## src/rtl/mdio_pkg.sv

```systemverilog
package mdio_pkg;

    // frame layout, bit index counted from the first preamble bit
    localparam int PREAMBLE_BITS = 35;
    localparam int IDX_START     = PREAMBLE_BITS;
    localparam int IDX_OP        = IDX_START + 2;
    localparam int IDX_PHY       = IDX_OP + 2;
    localparam int IDX_REG       = IDX_PHY + 5;
    localparam int IDX_TA        = IDX_REG + 5;
    localparam int IDX_RDATA     = IDX_TA + 1;
    localparam int IDX_WDATA     = IDX_TA + 2;
    localparam int RD_BITS       = IDX_RDATA + 16;
    localparam int WR_BITS       = IDX_WDATA + 16;
    localparam int IDX_W         = $clog2(WR_BITS);

    localparam logic [4:0]  ID_REG_ADDR    = 5'd3;
    localparam logic [4:0]  FALLBACK_PHY   = 5'd1;
    localparam logic [4:0]  LAST_PHY       = 5'd31;
    localparam logic [15:0] NO_PHY_ONES    = 16'hFFFF;
    localparam logic [15:0] NO_PHY_ZERO    = 16'h0000;

    typedef struct packed {
        logic        busy;
        logic        miss;
        logic        scan;
        logic        done;
        logic        rd;
        logic        wr;
        logic [4:0]  phy;
        logic [4:0]  regad;
        logic [15:0] data;
    } ctl_word_t;

    typedef struct packed {
        logic        rd;
        logic [4:0]  phy;
        logic [4:0]  regad;
        logic [15:0] wdata;
    } frame_req_t;

    typedef enum logic [1:0] {PH_LOW_A, PH_HIGH, PH_LOW_B} bit_phase_e;
    typedef enum logic [1:0] {CTL_IDLE, CTL_FRAME, CTL_SCAN} ctl_state_e;
    typedef enum logic [1:0] {SC_IDLE, SC_ISSUE, SC_WAIT} scan_state_e;

    // value driven on MDIO for bit position idx of a frame
    function automatic logic frame_bit(input logic [IDX_W-1:0] idx, input frame_req_t f);
        int i;
        i = int'(idx);
        if (i < IDX_START)            return 1'b1;
        else if (i == IDX_START)      return 1'b0;
        else if (i == IDX_START + 1)  return 1'b1;
        else if (i == IDX_OP)         return f.rd;
        else if (i == IDX_OP + 1)     return ~f.rd;
        else if (i < IDX_REG)         return f.phy[IDX_REG - 1 - i];
        else if (i < IDX_TA)          return f.regad[IDX_TA - 1 - i];
        else if (i == IDX_TA)         return 1'b1;
        else if (i == IDX_TA + 1)     return 1'b0;
        else if (i < WR_BITS)         return f.wdata[WR_BITS - 1 - i];
        else                          return 1'b1;
    endfunction

endpackage

```

## src/rtl/mdio_bit_timer.sv

```systemverilog
module mdio_bit_timer
    import mdio_pkg::*;
#(
    parameter int PH_CLKS = 2
) (
    input  logic clk,
    input  logic rst,
    input  logic run,
    output logic mdc,
    output logic rise_tick,
    output logic bit_end
);
    localparam int CW = (PH_CLKS > 1) ? $clog2(PH_CLKS) : 1;
    localparam logic [CW-1:0] CNT_LAST = CW'(PH_CLKS - 1);

    logic [CW-1:0] cnt;
    bit_phase_e    ph;

    always_ff @(posedge clk) begin
        if (rst || !run) begin
            cnt <= '0;
            ph  <= PH_LOW_A;
        end else if (cnt == CNT_LAST) begin
            cnt <= '0;
            case (ph)
                PH_LOW_A: ph <= PH_HIGH;
                PH_HIGH:  ph <= PH_LOW_B;
                default:  ph <= PH_LOW_A;
            endcase
        end else begin
            cnt <= cnt + 1'b1;
        end
    end

    assign mdc       = (ph == PH_HIGH);
    assign rise_tick = run && (ph == PH_HIGH) && (cnt == '0);
    assign bit_end   = run && (ph == PH_LOW_B) && (cnt == CNT_LAST);

endmodule

```

## src/rtl/mdio_frame_engine.sv

```systemverilog
module mdio_frame_engine
    import mdio_pkg::*;
#(
    parameter int PH_CLKS = 2
) (
    input  logic        clk,
    input  logic        rst,
    input  logic        start,
    input  frame_req_t  req,
    input  logic        mdio_in,
    output logic        idle,
    output logic        done,
    output logic [15:0] rdata,
    output logic        mdc,
    output logic        mdio_out,
    output logic        mdio_oe
);
    localparam logic [IDX_W-1:0] RD_LAST = IDX_W'(RD_BITS - 1);
    localparam logic [IDX_W-1:0] WR_LAST = IDX_W'(WR_BITS - 1);
    localparam logic [IDX_W-1:0] TA_POS  = IDX_W'(IDX_TA);
    localparam logic [IDX_W-1:0] RD_POS  = IDX_W'(IDX_RDATA);

    logic             active;
    frame_req_t       cur;
    logic [IDX_W-1:0] idx;
    logic [15:0]      shift;
    logic             rise_tick;
    logic             bit_end;
    logic             last_bit;

    mdio_bit_timer #(.PH_CLKS(PH_CLKS)) u_timer (
        .clk       (clk),
        .rst       (rst),
        .run       (active),
        .mdc       (mdc),
        .rise_tick (rise_tick),
        .bit_end   (bit_end)
    );

    assign last_bit = (idx == (cur.rd ? RD_LAST : WR_LAST));

    always_ff @(posedge clk) begin
        if (rst) begin
            active <= 1'b0;
            cur    <= '0;
            idx    <= '0;
            shift  <= '0;
            done   <= 1'b0;
        end else begin
            done <= 1'b0;
            if (!active) begin
                if (start) begin
                    active <= 1'b1;
                    cur    <= req;
                    idx    <= '0;
                    shift  <= '0;
                end
            end else begin
                if (rise_tick && cur.rd && (idx >= RD_POS))
                    shift <= {shift[14:0], mdio_in};
                if (bit_end) begin
                    if (last_bit) begin
                        active <= 1'b0;
                        done   <= 1'b1;
                    end else begin
                        idx <= idx + 1'b1;
                    end
                end
            end
        end
    end

    assign idle     = !active;
    assign rdata    = shift;
    assign mdio_oe  = active && !(cur.rd && (idx >= TA_POS));
    assign mdio_out = active ? frame_bit(idx, cur) : 1'b1;

endmodule

```

## src/rtl/mdio_phy_scan.sv

```systemverilog
module mdio_phy_scan
    import mdio_pkg::*;
(
    input  logic        clk,
    input  logic        rst,
    input  logic        go,
    input  logic        eng_idle,
    input  logic        eng_done,
    input  logic [15:0] eng_rdata,
    output logic        req_start,
    output logic [4:0]  req_phy,
    output logic        fin,
    output logic        found,
    output logic [4:0]  found_phy,
    output logic [15:0] id_val
);
    scan_state_e st;
    logic [4:0]  cur;
    logic        hit;

    assign hit = (eng_rdata != NO_PHY_ONES) && (eng_rdata != NO_PHY_ZERO);

    always_ff @(posedge clk) begin
        if (rst) begin
            st        <= SC_IDLE;
            cur       <= '0;
            fin       <= 1'b0;
            found     <= 1'b0;
            found_phy <= '0;
            id_val    <= '0;
        end else begin
            fin <= 1'b0;
            case (st)
                SC_IDLE: if (go) begin
                    cur <= '0;
                    st  <= SC_ISSUE;
                end
                SC_ISSUE: if (eng_idle) st <= SC_WAIT;
                SC_WAIT: if (eng_done) begin
                    id_val <= eng_rdata;
                    if (hit) begin
                        fin       <= 1'b1;
                        found     <= 1'b1;
                        found_phy <= cur;
                        st        <= SC_IDLE;
                    end else if (cur == LAST_PHY) begin
                        fin       <= 1'b1;
                        found     <= 1'b0;
                        found_phy <= FALLBACK_PHY;
                        st        <= SC_IDLE;
                    end else begin
                        cur <= cur + 1'b1;
                        st  <= SC_ISSUE;
                    end
                end
                default: st <= SC_IDLE;
            endcase
        end
    end

    assign req_start = (st == SC_ISSUE) && eng_idle;
    assign req_phy   = cur;

endmodule

```

## src/rtl/mdio_cmd_master.sv

```systemverilog
module mdio_cmd_master
    import mdio_pkg::*;
#(
    parameter int PH_CLKS = 2
) (
    input  logic        clk,
    input  logic        rst,
    input  logic        reg_wr,
    input  logic [31:0] reg_wdata,
    output logic [31:0] reg_rdata,
    output logic        mdc,
    output logic        mdio_out,
    output logic        mdio_oe,
    input  logic        mdio_in
);
    ctl_word_t   wcmd;
    ctl_word_t   rword;
    ctl_state_e  st;
    logic        last_rd;
    logic        miss_q;
    logic        done_q;
    logic [4:0]  phy_q;
    logic [4:0]  regad_q;
    logic [15:0] data_q;

    logic        host_ok;
    logic        host_frame;
    logic        host_scan;
    logic        eng_start;
    frame_req_t  eng_req;
    logic        eng_idle;
    logic        eng_done;
    logic [15:0] eng_rdata;

    logic        scan_start;
    logic [4:0]  scan_phy;
    logic        scan_fin;
    logic        scan_found;
    logic [4:0]  scan_found_phy;
    logic [15:0] scan_id;

    assign wcmd       = ctl_word_t'(reg_wdata);
    assign host_ok    = reg_wr && (st == CTL_IDLE);
    assign host_frame = host_ok && (wcmd.rd || wcmd.wr);
    assign host_scan  = host_ok && !wcmd.rd && !wcmd.wr && wcmd.scan;
    assign eng_start  = host_frame || scan_start;

    always_comb begin
        if (host_frame) begin
            eng_req.rd    = wcmd.rd;
            eng_req.phy   = wcmd.phy;
            eng_req.regad = wcmd.regad;
            eng_req.wdata = wcmd.data;
        end else begin
            eng_req.rd    = 1'b1;
            eng_req.phy   = scan_phy;
            eng_req.regad = ID_REG_ADDR;
            eng_req.wdata = '0;
        end
    end

    mdio_frame_engine #(.PH_CLKS(PH_CLKS)) u_engine (
        .clk      (clk),
        .rst      (rst),
        .start    (eng_start),
        .req      (eng_req),
        .mdio_in  (mdio_in),
        .idle     (eng_idle),
        .done     (eng_done),
        .rdata    (eng_rdata),
        .mdc      (mdc),
        .mdio_out (mdio_out),
        .mdio_oe  (mdio_oe)
    );

    mdio_phy_scan u_scan (
        .clk       (clk),
        .rst       (rst),
        .go        (host_scan),
        .eng_idle  (eng_idle),
        .eng_done  (eng_done),
        .eng_rdata (eng_rdata),
        .req_start (scan_start),
        .req_phy   (scan_phy),
        .fin       (scan_fin),
        .found     (scan_found),
        .found_phy (scan_found_phy),
        .id_val    (scan_id)
    );

    always_ff @(posedge clk) begin
        if (rst) begin
            st      <= CTL_IDLE;
            last_rd <= 1'b0;
            miss_q  <= 1'b0;
            done_q  <= 1'b0;
            phy_q   <= '0;
            regad_q <= '0;
            data_q  <= '0;
        end else begin
            case (st)
                CTL_IDLE: if (host_ok) begin
                    phy_q   <= wcmd.phy;
                    regad_q <= wcmd.regad;
                    data_q  <= wcmd.data;
                    done_q  <= 1'b0;
                    miss_q  <= 1'b0;
                    last_rd <= wcmd.rd;
                    if (host_frame)     st <= CTL_FRAME;
                    else if (host_scan) st <= CTL_SCAN;
                end
                CTL_FRAME: if (eng_done) begin
                    st <= CTL_IDLE;
                    if (last_rd) begin
                        data_q <= eng_rdata;
                        done_q <= 1'b1;
                    end
                end
                CTL_SCAN: if (scan_fin) begin
                    st      <= CTL_IDLE;
                    phy_q   <= scan_found ? scan_found_phy : FALLBACK_PHY;
                    regad_q <= ID_REG_ADDR;
                    data_q  <= scan_id;
                    done_q  <= 1'b1;
                    miss_q  <= !scan_found;
                end
                default: st <= CTL_IDLE;
            endcase
        end
    end

    always_comb begin
        rword.busy  = (st != CTL_IDLE);
        rword.miss  = miss_q;
        rword.scan  = 1'b0;
        rword.done  = done_q;
        rword.rd    = 1'b0;
        rword.wr    = 1'b0;
        rword.phy   = phy_q;
        rword.regad = regad_q;
        rword.data  = data_q;
    end

    assign reg_rdata = rword;

endmodule

```

## config.mk

```make
export PLATFORM = sky130hd
export DESIGN_NAME = mdio_cmd_master
export DESIGN_NICKNAME = d
export VERILOG_FILES = /design/src/rtl/mdio_pkg.sv /design/src/rtl/mdio_bit_timer.sv /design/src/rtl/mdio_frame_engine.sv /design/src/rtl/mdio_phy_scan.sv /design/src/rtl/mdio_cmd_master.sv
export SDC_FILE = /design/constraint.sdc
export NUM_CORES = 1
export LEC_CHECK = 0
export ABC_CLOCK_PERIOD_IN_PS = 3400
export BUFFER_PORTS_ARGS = -buffer_cell sky130_fd_sc_hd__buf_2
export CORE_UTILIZATION = 52
export DETAILED_ROUTE_END_ITERATION = 8
export GPL_TIMING_DRIVEN = 0
export PLACE_DENSITY = 0.75
export SLEW_MARGIN = 20
export SYNTH_ARGS = -nofsm -noshare
export SYNTH_HDL_FRONTEND = slang
export SYNTH_SLANG_ARGS = --single-unit
```

## constraint.sdc

```tcl
create_clock -name clk -period 3.4 [get_ports clk]
set_input_delay 0.68 -clock clk [delete_from_list [all_inputs] [get_ports clk]]
set_output_delay 0.68 -clock clk [all_outputs]
set_load 0.01 [all_outputs]
```

======== After elaboration in Yosys (flattened, before gate mapping) ========
Index checks and enable logic that the tools add are counted.
cells by class
  equal/unequal tests ..................... 28
  add/sub/neg operators ................... 6
  bitwise logic cells ..................... 6
  mux-type cells .......................... 77
  magnitude comparators ................... 9
  reduce and logical (&&, ||, !) cells .... 47
operator list
  operator              count
  $mux 16               7
  $lt 32x5->1 const B   2
  $mux 5                11
  $pmux 16 s3           1
  $eq 7x7->1 const B    6
  $lt 32x6->1 const B   1
  $mux 1                32
  $pmux 5 s2            3
  $mux 7                4
  $mux 27               1
  $lt 7x6->1 const B    3
  $mux 2                10
  $ne 2x2->1 const B    10
  $ne 16x16->1 const B  1
  $reduce_bool 16->1    1
  $sub 6x7->8 const A   2
  $logic_and 1x1->1     15
  $ge 7x6->1 const B    2
  $pmux 2 s3            2
  $reduce_and 3->1      4
  $reduce_and 5->1      2
  $reduce_bool 2->1     5
  $reduce_and 2->1      4
  $sub 7x7->8 const A   1
  23 further kinds      43
storage, ports and cells
  logic and storage cells ................. 196
  bits of input ports ..................... 36
  output and inout bits ................... 35
  bits in registers ....................... 116

======== Logic depth before layout (Yosys ltp) ========
Gate-level depths: netlist of the first run.
  word-level depth ........................ 15
  depth in mapped cells ................... 11
  depth with buffers taken out ............ 8

======== Modules after synthesis ========
From an unflattened synthesis of the first run, not the netlist that was laid out.
unflattened totals
  cell total of the unflattened synthesis .. 728
  area, all modules ....................... 5960.7 µm²
modules (own cells, without submodules)
  module             cells an instance  seq. area each (µm²)  area an instance (µm²)  instances
  mdio_frame_engine  317                1041.0                2635.0                  1
  mdio_cmd_master    243                620.6                 1924.3                  1
  mdio_phy_scan      154                600.6                 1263.7                  1
  mdio_bit_timer     14                 60.1                  137.6                   1

======== Least setup slack after synthesis of the first run ========
Ideal clock, no wire load.
  path kind ............................... register to output
  from .................................... register u_engine.idx[0]
  to ...................................... output mdio_out
  slack ................................... -0.029 ns
  stages on the path, launching flop included .. 11
  buffers on the path ..................... 3
  required time ........................... 2.720 ns
  arrival time ............................ 2.749 ns
  cell sequence ........................... dfxtp_1 > buf_6 > clkbuf_1 > inv_2 > ha_1 > buf_2 > mux4_2 > mux4_2 > a21o_1 > a221oi_2 > o21ai_1
on the way
  word-level cells in the longest chain between the ends .. 15
  elaborated cells between the ends (all ways) .. 33
  classes of those cells .................. add/sub (3); order compare (4); eq/ne (6); mux (20)
ends and longest elaborated chain
  item                                        line                     RTL
  from (decl)                                 mdio_frame_engine.sv:25  logic [IDX_W-1:0] idx;
  from (signal assigned)                      mdio_frame_engine.sv:66  idx <= idx + 1'b1;
  $sub 7x7->8                                 mdio_pkg.sv:58           else if (i < WR_BITS) return f.wdata[WR_BITS - 1 - i];
  $bmux 1 s4                                  mdio_pkg.sv:58
  $mux 1 (implied by the code) (2 in series)  mdio_pkg.sv:58
  $mux 1                                      mdio_pkg.sv:58
  $mux 1                                      mdio_pkg.sv:57           else if (i == IDX_TA + 1) return 1'b0;
  $mux 1                                      mdio_pkg.sv:56           else if (i == IDX_TA) return 1'b1;
  $mux 1                                      mdio_pkg.sv:55           else if (i < IDX_TA) return f.regad[IDX_TA - 1 - i];
  $mux 1                                      mdio_pkg.sv:54           else if (i < IDX_REG) return f.phy[IDX_REG - 1 - i];
  $mux 1                                      mdio_pkg.sv:53           else if (i == IDX_OP + 1) return ~f.rd;
  $mux 1                                      mdio_pkg.sv:52           else if (i == IDX_OP) return f.rd;
  $mux 1                                      mdio_pkg.sv:51           else if (i == IDX_START + 1) return 1'b1;
  $mux 1                                      mdio_pkg.sv:50           else if (i == IDX_START) return 1'b0;
  $mux 1 (*)                                  mdio_pkg.sv:49           if (i < IDX_START) return 1'b1;
  $mux 1 (*)                                  mdio_frame_engine.sv:76  assign mdio_out = active ? frame_bit(idx, cur) : 1'b1;
  to (decl)                                   mdio_cmd_master.sv:12    output logic mdio_out,
Every way passes the cells marked *; elsewhere a longest branch is shown, timed or not. The select of a mux whose other input is x is not followed.

======== Worst setup path after layout of the first run ========
Ends and elaborated chain as after synthesis.

==> impl_metrics.py, run 1 <==
metrics = {
    "drt": {
        "dr.pass1.iters": 4,
        "drc": 0,
        "wirelength_um": 15100,
        "vias": 5164,
        "ant_nets": 0,
        "routedWlPerCell_um": 17.3,
        "viasPerCell": 5.92,
        "initialDrtViolationCount": 383,
    },
    "timing": {
        "layout_setup_ws_ns": -0.176,
        "hold_viol": 0,
        "rsz0062_at_grt": "yes",
        "holdWs_ns": 0.402,
        "slew_viol_final": 0,
        "max_freq_mhz": 280,
        "setup_viol": 1,
        "period_needed_ns": 3.58,
        "setup-tns-final_ns": -0.176,
        "fin_crit_sh_pct": 105,
        "worstMarginPinSlew_ns": 0.994,
        "slew_headroom_pct": 33.2,
        "fin_skew_ns": 0.0129,
    },
    "place": {
        "port_buffers": 64,
        "place_ws_ns": -0.288,
        "hpwl_um": 10600,
        "gp_congestion": 0.879,
    },
    "final_layout": {
        "synthToLayoutAreaGrowth_pct": 21.9,
        "fin_nets": 772,
        "diodes": 0,
        "final_cell_mix": "118 x nand2_1, 114 x dfxtp_1, 71 x a21oi_1",
        "drive_gt1_share_pct": 17.8,
        "final_core_util_pct": 65.4,
        "layout_commonest_cell": "nand2_1",
    },
    "floorplanning": {
        "start_util_pct": 53.7,
        "io_pins": 71,
        "rows": 36,
        "die_area_um2": 10500,
        "die_h_um": 103,
        "core_area_um2": 9820,
        "die_x_um": 103,
    },
    "hold_path": {
        "hold_path_depth": 2,
        "hold_path_class": "in2reg",
        "min_from": "reg_wdata[9]",
        "holdPathEnd": "u_engine.cur[9]$_SDFFE_PP0P_",
    },
    "logic_synthesis": {
        "yosys_warnings": 0,
        "synth-seq-cells": 116,
        "synth_top_flop_cell": "dfxtp_1",
        "syn_area_um2": 5270,
        "synth-seq-area-share_pct": 44.1,
        "synthCells": 637,
        "synth-async-reset-ratio_pct": 0,
        "synth_cell_types": 54,
        "synth_edf_count": 0,
        "synth_area_per_cell_um2": 8.27,
    },
    "grt": {
        "antenna_found_initial": 0,
        "grt_max_degree": 17,
        "grt_pass1_vias": 4764,
        "grt-ovfl-total": 0,
        "grt_usage_pct": 29.9,
        "grt_first_pass_wirelength_um": 23900,
    },
    "setup_path": {
        "crit_slowest_cell": "mux4_2",
        "required_ns": 2.72,
        "critPathTopFamily": "multiplexers",
        "worstPathArrival_ns": 2.90,
        "critPathMaxFanout": 3,
        "r2r_start": "st[1]$_SDFFE_PP0P_",
        "r2r-end": "u_engine.cur[13]$_SDFFE_PP0P_",
        "critPathMaxStageDelay_ns": 0.49,
        "path_cells": "clkbuf_16, inv_8, ha_4, mux4_2, mux4_2, a21o_1, a221oi_2, o21ai_1, buf_2",
        "crit_type": "reg2out",
        "setup.worst_path.end_class": "output pin",
        "crit_buf_inv": 3,
        "reg2reg_depth": 8,
        "path_common_cell": "mux4_2",
        "crit_path_start_kind": "register",
        "ff2ff_setup_slack_ns": 0.70,
    },
    "power_and_ir_drop": {
        "power_density_nw_per_um2": 557,
        "p_leak_nw": 2.45,
        "total_power_mw": 3.58,
        "irDropWorstVdd_v": 0.000434,
    },
    "cts": {
        "cts.sinks": 116,
        "clk_transition_reported_paths_ns": 0.06,
        "cts_made_buffers": 17,
        "ctsRootBufferMaster": "clkbuf_8",
        "clk-insertion-delay-late_ns": 0.52,
        "cts_tree": "yes",
        "clk_path_buf_depth": 2,
        "ctsHoldBuffers": 0,
        "htree_levels": 4,
    },
    "status": {
        "status": "complete, but fails checks",
        "violations": "negative setup slack",
    },
    "job": {
        "maxCapViolCount": 0,
    },
}
[cells by family (layout without fill, tap and decap cells)]
group / count (synthesis) / in the layout / synth area share (%)
XOR/XNOR: 9 / 9 / 1.50
AND/OR/NAND/NOR: 257 / 257 / 21.8
buffers and inverters: 65 / 166 / 5.32
adder cells (fa/ha/maj): 9 / 9 / 2.14
flip-flops: 116 / 116 / 44.1
AO/OA/AOI/OAI: 168 / 168 / 21.3
other: 1 / 3 / 0.0712
multiplexers: 12 / 12 / 3.70
[stage by stage]
stage / cell area [um2] / cells
after detailed placement: 5770 / 836
final: 6420 / 873
after global placement: 5760 / 836
after floorplan: 5280 / 639
after CTS: 6430 / 874
after global routing: 6420 / 873
[area by class of cell]
| type | count | area [um2] |
|---|---|---|
| Inverter | 14 | 63.8 |
| Buffer | 48 | 228 |
| Fill cell | 834 | 3400 |
| Sequential cell | 116 | 2330 |
| Multi-Input combinational cell | 458 | 2690 |
| Timing Repair Buffer | 72 | 380 |
| Clock inverter | 9 | 76.3 |
| Tap cell | 133 | 166 |
| Clock buffer | 23 | 487 |
[registers in the layout (all words and copies together), names as in the netlist, 2 cells and up]
signal / flops
u_engine.cur: 27
data_q: 16
u_engine.rdata: 16
u_scan.id_val: 16
u_engine.idx: 7
phy_q: 5
regad_q: 5
u_scan.found_phy: 5
u_scan.req_phy: 5
st: 2
u_engine.u_timer.ph: 2
u_scan.st: 2
[synth_stat cells, types with 7 or more instances]
cell      instances  area [um2]
a21oi_1          71         355
a22o_1           19         166
a22oi_1          20         150
a311oi_1          9        78.8
buf_2             8        40.0
clkbuf_1         35         131
dfxtp_1         116        2320
ha_1              9         113
inv_1            10        37.5
nand2_1         118         443
nand3_1          21         105
nand4_1           7        43.8
nor2_1           52         195
nor2b_1           8        50.1
nor3_1           19        95.1
o211ai_1         20         150
[what timing repair did]
item / 4_1_cts / 5_1_grt
endpoints found under the hold margin: 0 / 0
endpoints found under the setup margin: 1 / 1
gates resized for setup: 12 / 4
buffers inserted: 6 / 2
pin swaps: 3 / 3
cloned: 0 / 0
[routing by layer]
| layer | global-route usage [%] | vias to the layer above | routed length [um] |
|---|---|---|---|
| met1 | 38.9 | 2472 | 6310 |
| li1 | - | 2428 | - |
| met3 | 5.02 | 25 | 1110 |
| met4 | 12.9 | 0 | 293 |
| met2 | 48.9 | 239 | 7370 |
| met5 | 0 | - | 0 |
[worst max-delay path by stage]
stage | start | to | slack (ns) | depth (start not counted)
floorplan | u_engine.idx[0]$_SDFFE_PP0P_ | mdio_out | 0.11 | 10
global placement | u_engine.idx[0]$_SDFFE_PP0P_ | mdio_out | -0.26 | 11
finish | u_engine.idx[0]$_SDFFE_PP0P_ | mdio_out | -0.18 | 9
global route | u_engine.idx[0]$_SDFFE_PP0P_ | mdio_out | -0.26 | 9
CTS | u_engine.idx[0]$_SDFFE_PP0P_ | mdio_out | -0.35 | 11
detailed placement | u_engine.idx[0]$_SDFFE_PP0P_ | mdio_out | -0.29 | 11
[power by group]
group          leakage (nW)  switching, mW  internal [mW]
logic                  1.22          0.270          0.154
registers             0.945         0.0466           1.43
clock network         0.283          0.614           1.06
total                  2.45          0.930           2.65
[worst reg2reg max path: stages, from the launching register on]
cell      delay (ns)
dfxtp_1         0.36
inv_1           0.08
ha_1            0.18
buf_2           0.17
o211ai_1        0.21
a21oi_1         0.32
nor2_1          0.68
clkbuf_1        0.40
a22o_1          0.23
No activity file was read; power rests on OpenSTA's default activity.
==> inputs of run 2 (changes only) <==
--- a/config.mk
+++ b/config.mk
@@ -11,7 +11,9 @@
 export DETAILED_ROUTE_END_ITERATION = 8
 export GPL_TIMING_DRIVEN = 0
 export PLACE_DENSITY = 0.75
+export RECOVER_POWER = 25
 export SLEW_MARGIN = 20
 export SYNTH_ARGS = -nofsm -noshare
 export SYNTH_HDL_FRONTEND = slang
 export SYNTH_SLANG_ARGS = --single-unit
+export TNS_END_PERCENT = 100
==> run 2 against run 1 <==
The flow still finishes with violations (negative setup slack). Highest routed layer unchanged. Sequential power is essentially flat. Die area is the same. First-iteration DRC count grew 7.6%. Sequential cell count is the same. Design area shrank 0.49%. Utilization shrank 0.32 points. Largest power group unchanged. Worst hold slack gained 0.0010 ns. Combinational power shrank 2%. Clock skew is essentially flat.
==> impl_metrics.py, run 2 (synthesized netlist as in run 1, its figures left out) <==
metrics = {
    "status": {
        "status": "complete, but fails checks",
        "violations": "negative setup slack",
    },
    "timing": {
        "slew_viol_final": 0,
        "max_freq_mhz": 280,
        "layout_setup_ws_ns": -0.175,
        "period_needed_ns": 3.57,
        "worstMarginPinSlew_ns": 0.987,
        "setup_viol": 1,
        "fin_crit_sh_pct": 105,
        "hold_viol": 0,
        "slew_headroom_pct": 33.7,
        "rsz0062_at_grt": "yes",
        "fin_skew_ns": 0.0133,
    },
    "power_and_ir_drop": {
        "p_clk_share_pct": 46.9,
        "switching_power_mw": 0.934,
        "comb_power_share_pct": 11.6,
        "p_sw_share_pct": 26.2,
        "pwr-share-seq_pct": 41.5,
        "power_density_nw_per_um2": 558,
        "total_power_mw": 3.57,
        "p_int_mw": 2.64,
        "p_leak_nw": 2.35,
        "irDropWorstVdd_v": 0.000434,
    },
    "setup_path": {
        "crit_type": "reg2out",
        "cp-endpoint": "mdio_out",
        "r2r-end": "u_engine.cur[13]$_SDFFE_PP0P_",
        "cp-startpoint": "u_engine.idx[0]$_SDFFE_PP0P_",
        "crit_path_start_kind": "register",
        "r2r_start": "st[1]$_SDFFE_PP0P_",
        "ff2ff_setup_slack_ns": 0.69,
        "required_ns": 2.72,
        "critPathMaxFanout": 3,
        "worstPathArrival_ns": 2.89,
        "reg2reg_depth": 8,
        "setup.worst_path.end_class": "output pin",
    },
    "final_layout": {
        "largest_reg_flops": 27,
        "final_cell_mix": "118 x nand2_1, 114 x dfxtp_1, 71 x a21oi_1",
        "synthToLayoutAreaGrowth_pct": 21.3,
        "fin_nets": 772,
        "final_core_util_pct": 65.1,
        "diodes": 0,
        "final_area_um2": 6390,
        "layout_commonest_cell": "nand2_1",
        "largest-register": "u_engine.cur",
        "drive_gt1_share_pct": 14.5,
    },
    "floorplanning": {
        "die_area_um2": 10500,
        "rows": 36,
        "io_pins": 71,
        "start_util_pct": 53.7,
        "core_area_um2": 9820,
        "die_h_um": 103,
        "die_x_um": 103,
    },
    "drt": {
        "vias": 5145,
        "routedWlPerCell_um": 17.3,
        "drc": 0,
        "ant_nets": 0,
        "viasPerCell": 5.89,
        "initialDrtViolationCount": 412,
        "wirelength_um": 15100,
        "dr.pass1.iters": 5,
    },
    "place": {
        "placed_area_um2": 5770,
        "gp_congestion": 0.879,
        "port_buffers": 64,
        "hpwl_um": 10600,
        "place_ws_ns": -0.288,
    },
    "job": {
        "maxCapViolCount": 0,
    },
    "cts": {
        "ctsHoldBuffers": 0,
        "ctsRootBufferMaster": "clkbuf_8",
        "cts_tree": "yes",
        "clk_transition_reported_paths_ns": 0.06,
        "cts_made_buffers": 17,
        "clk_path_buf_depth": 2,
        "cts.sinks": 116,
        "htree_levels": 4,
        "clk-insertion-delay-late_ns": 0.52,
    },
    "hold_path": {
        "hold_path_class": "in2reg",
    },
    "grt": {
        "grt-ovfl-total": 0,
        "grt_max_degree": 17,
        "antenna_found_initial": 0,
        "grt_pass1_vias": 4764,
        "grt_usage_pct": 29.9,
        "grt_first_pass_wirelength_um": 23900,
    },
}
==> run 2: cell count changes in the layout (fill, tap and decap cells not counted) <==
cell	delta
clkbuf_1	+26
buf_2	-25
buf_1	-1
or2_0	+1
or2_1	-1
==> run 2: final cells by class <==
class,count,area (um2)
fillers,850,3430
multi-input cells,458,2690
flip-flops and latches,116,2330
clock buffers,23,487
repair buffers,72,349
plain buffers,48,228
well taps,133,166
clock inverters,9,76.3
inverters,14,63.8
==> run 2: worst min-delay path by stage <==
| stage | start | slack [ns] | end | depth (start not counted) |
|---|---|---|---|---|
| floorplan | last_rd$_SDFFE_PP0P_ | 0.44 | last_rd$_SDFFE_PP0P_ | 2 |
| global placement | regad_q[4]$_SDFFE_PP0P_ | 0.44 | regad_q[4]$_SDFFE_PP0P_ | 2 |
| detailed placement | regad_q[2]$_SDFFE_PP0P_ | 0.45 | regad_q[2]$_SDFFE_PP0P_ | 2 |
| CTS | reg_wdata[9] | 0.39 | u_engine.cur[9]$_SDFFE_PP0P_ | 2 |
| global route | reg_wdata[9] | 0.39 | u_engine.cur[9]$_SDFFE_PP0P_ | 2 |
| finish | reg_wdata[9] | 0.40 | u_engine.cur[9]$_SDFFE_PP0P_ | 2 |
==> run 2: power groups by stage <==
stage | Sequential [mW] | Combinational [mW] | Clock, mW
2_1_floorplan | 1.52 | 0.247 | 0
3_3_place_gp | 1.50 | 0.404 | 0
3_5_place_dp | 1.51 | 0.414 | 0
4_1_cts | 1.48 | 0.418 | 1.68
5_1_grt | 1.49 | 0.455 | 1.74
6_report | 1.48 | 0.414 | 1.67
==> run 2: timing repair <==
| item | in CTS | in global routing |
|---|---|---|
| resized for setup | 12 | 4 |
| pin swaps | 3 | 3 |
| setup buffers | 6 | 2 |
| endpoints found under the setup margin | 1 | 1 |
==> run 2: stage by stage <==
stage	TNS, ns	hold WS, ns	cells
final	-0.175	0.403	873
after global routing	-0.264	0.392	873
after CTS	-0.346	0.387	874
after detailed placement	-0.288	0.446	836
after global placement	-0.264	0.437	836
after floorplan	0	0.437	639
==> run 2: worst max-delay path: stages (launching register included) <==
cell,delay (ns)
dfxtp_4,0.37
clkbuf_16,0.14
inv_8,0.03
ha_4,0.26
mux4_2,0.49
mux4_2,0.48
a21o_1,0.17
a221oi_2,0.22
o21ai_1,0.08
buf_2,0.13
==> run 2: metal layers <==
metal | global-route usage [%] | share of wire, %
met2 | 48.9 | 49
met1 | 38.9 | 43
met3 | 5.02 | 6.3
met4 | 12.9 | 2.2
met5 | 0 | 0
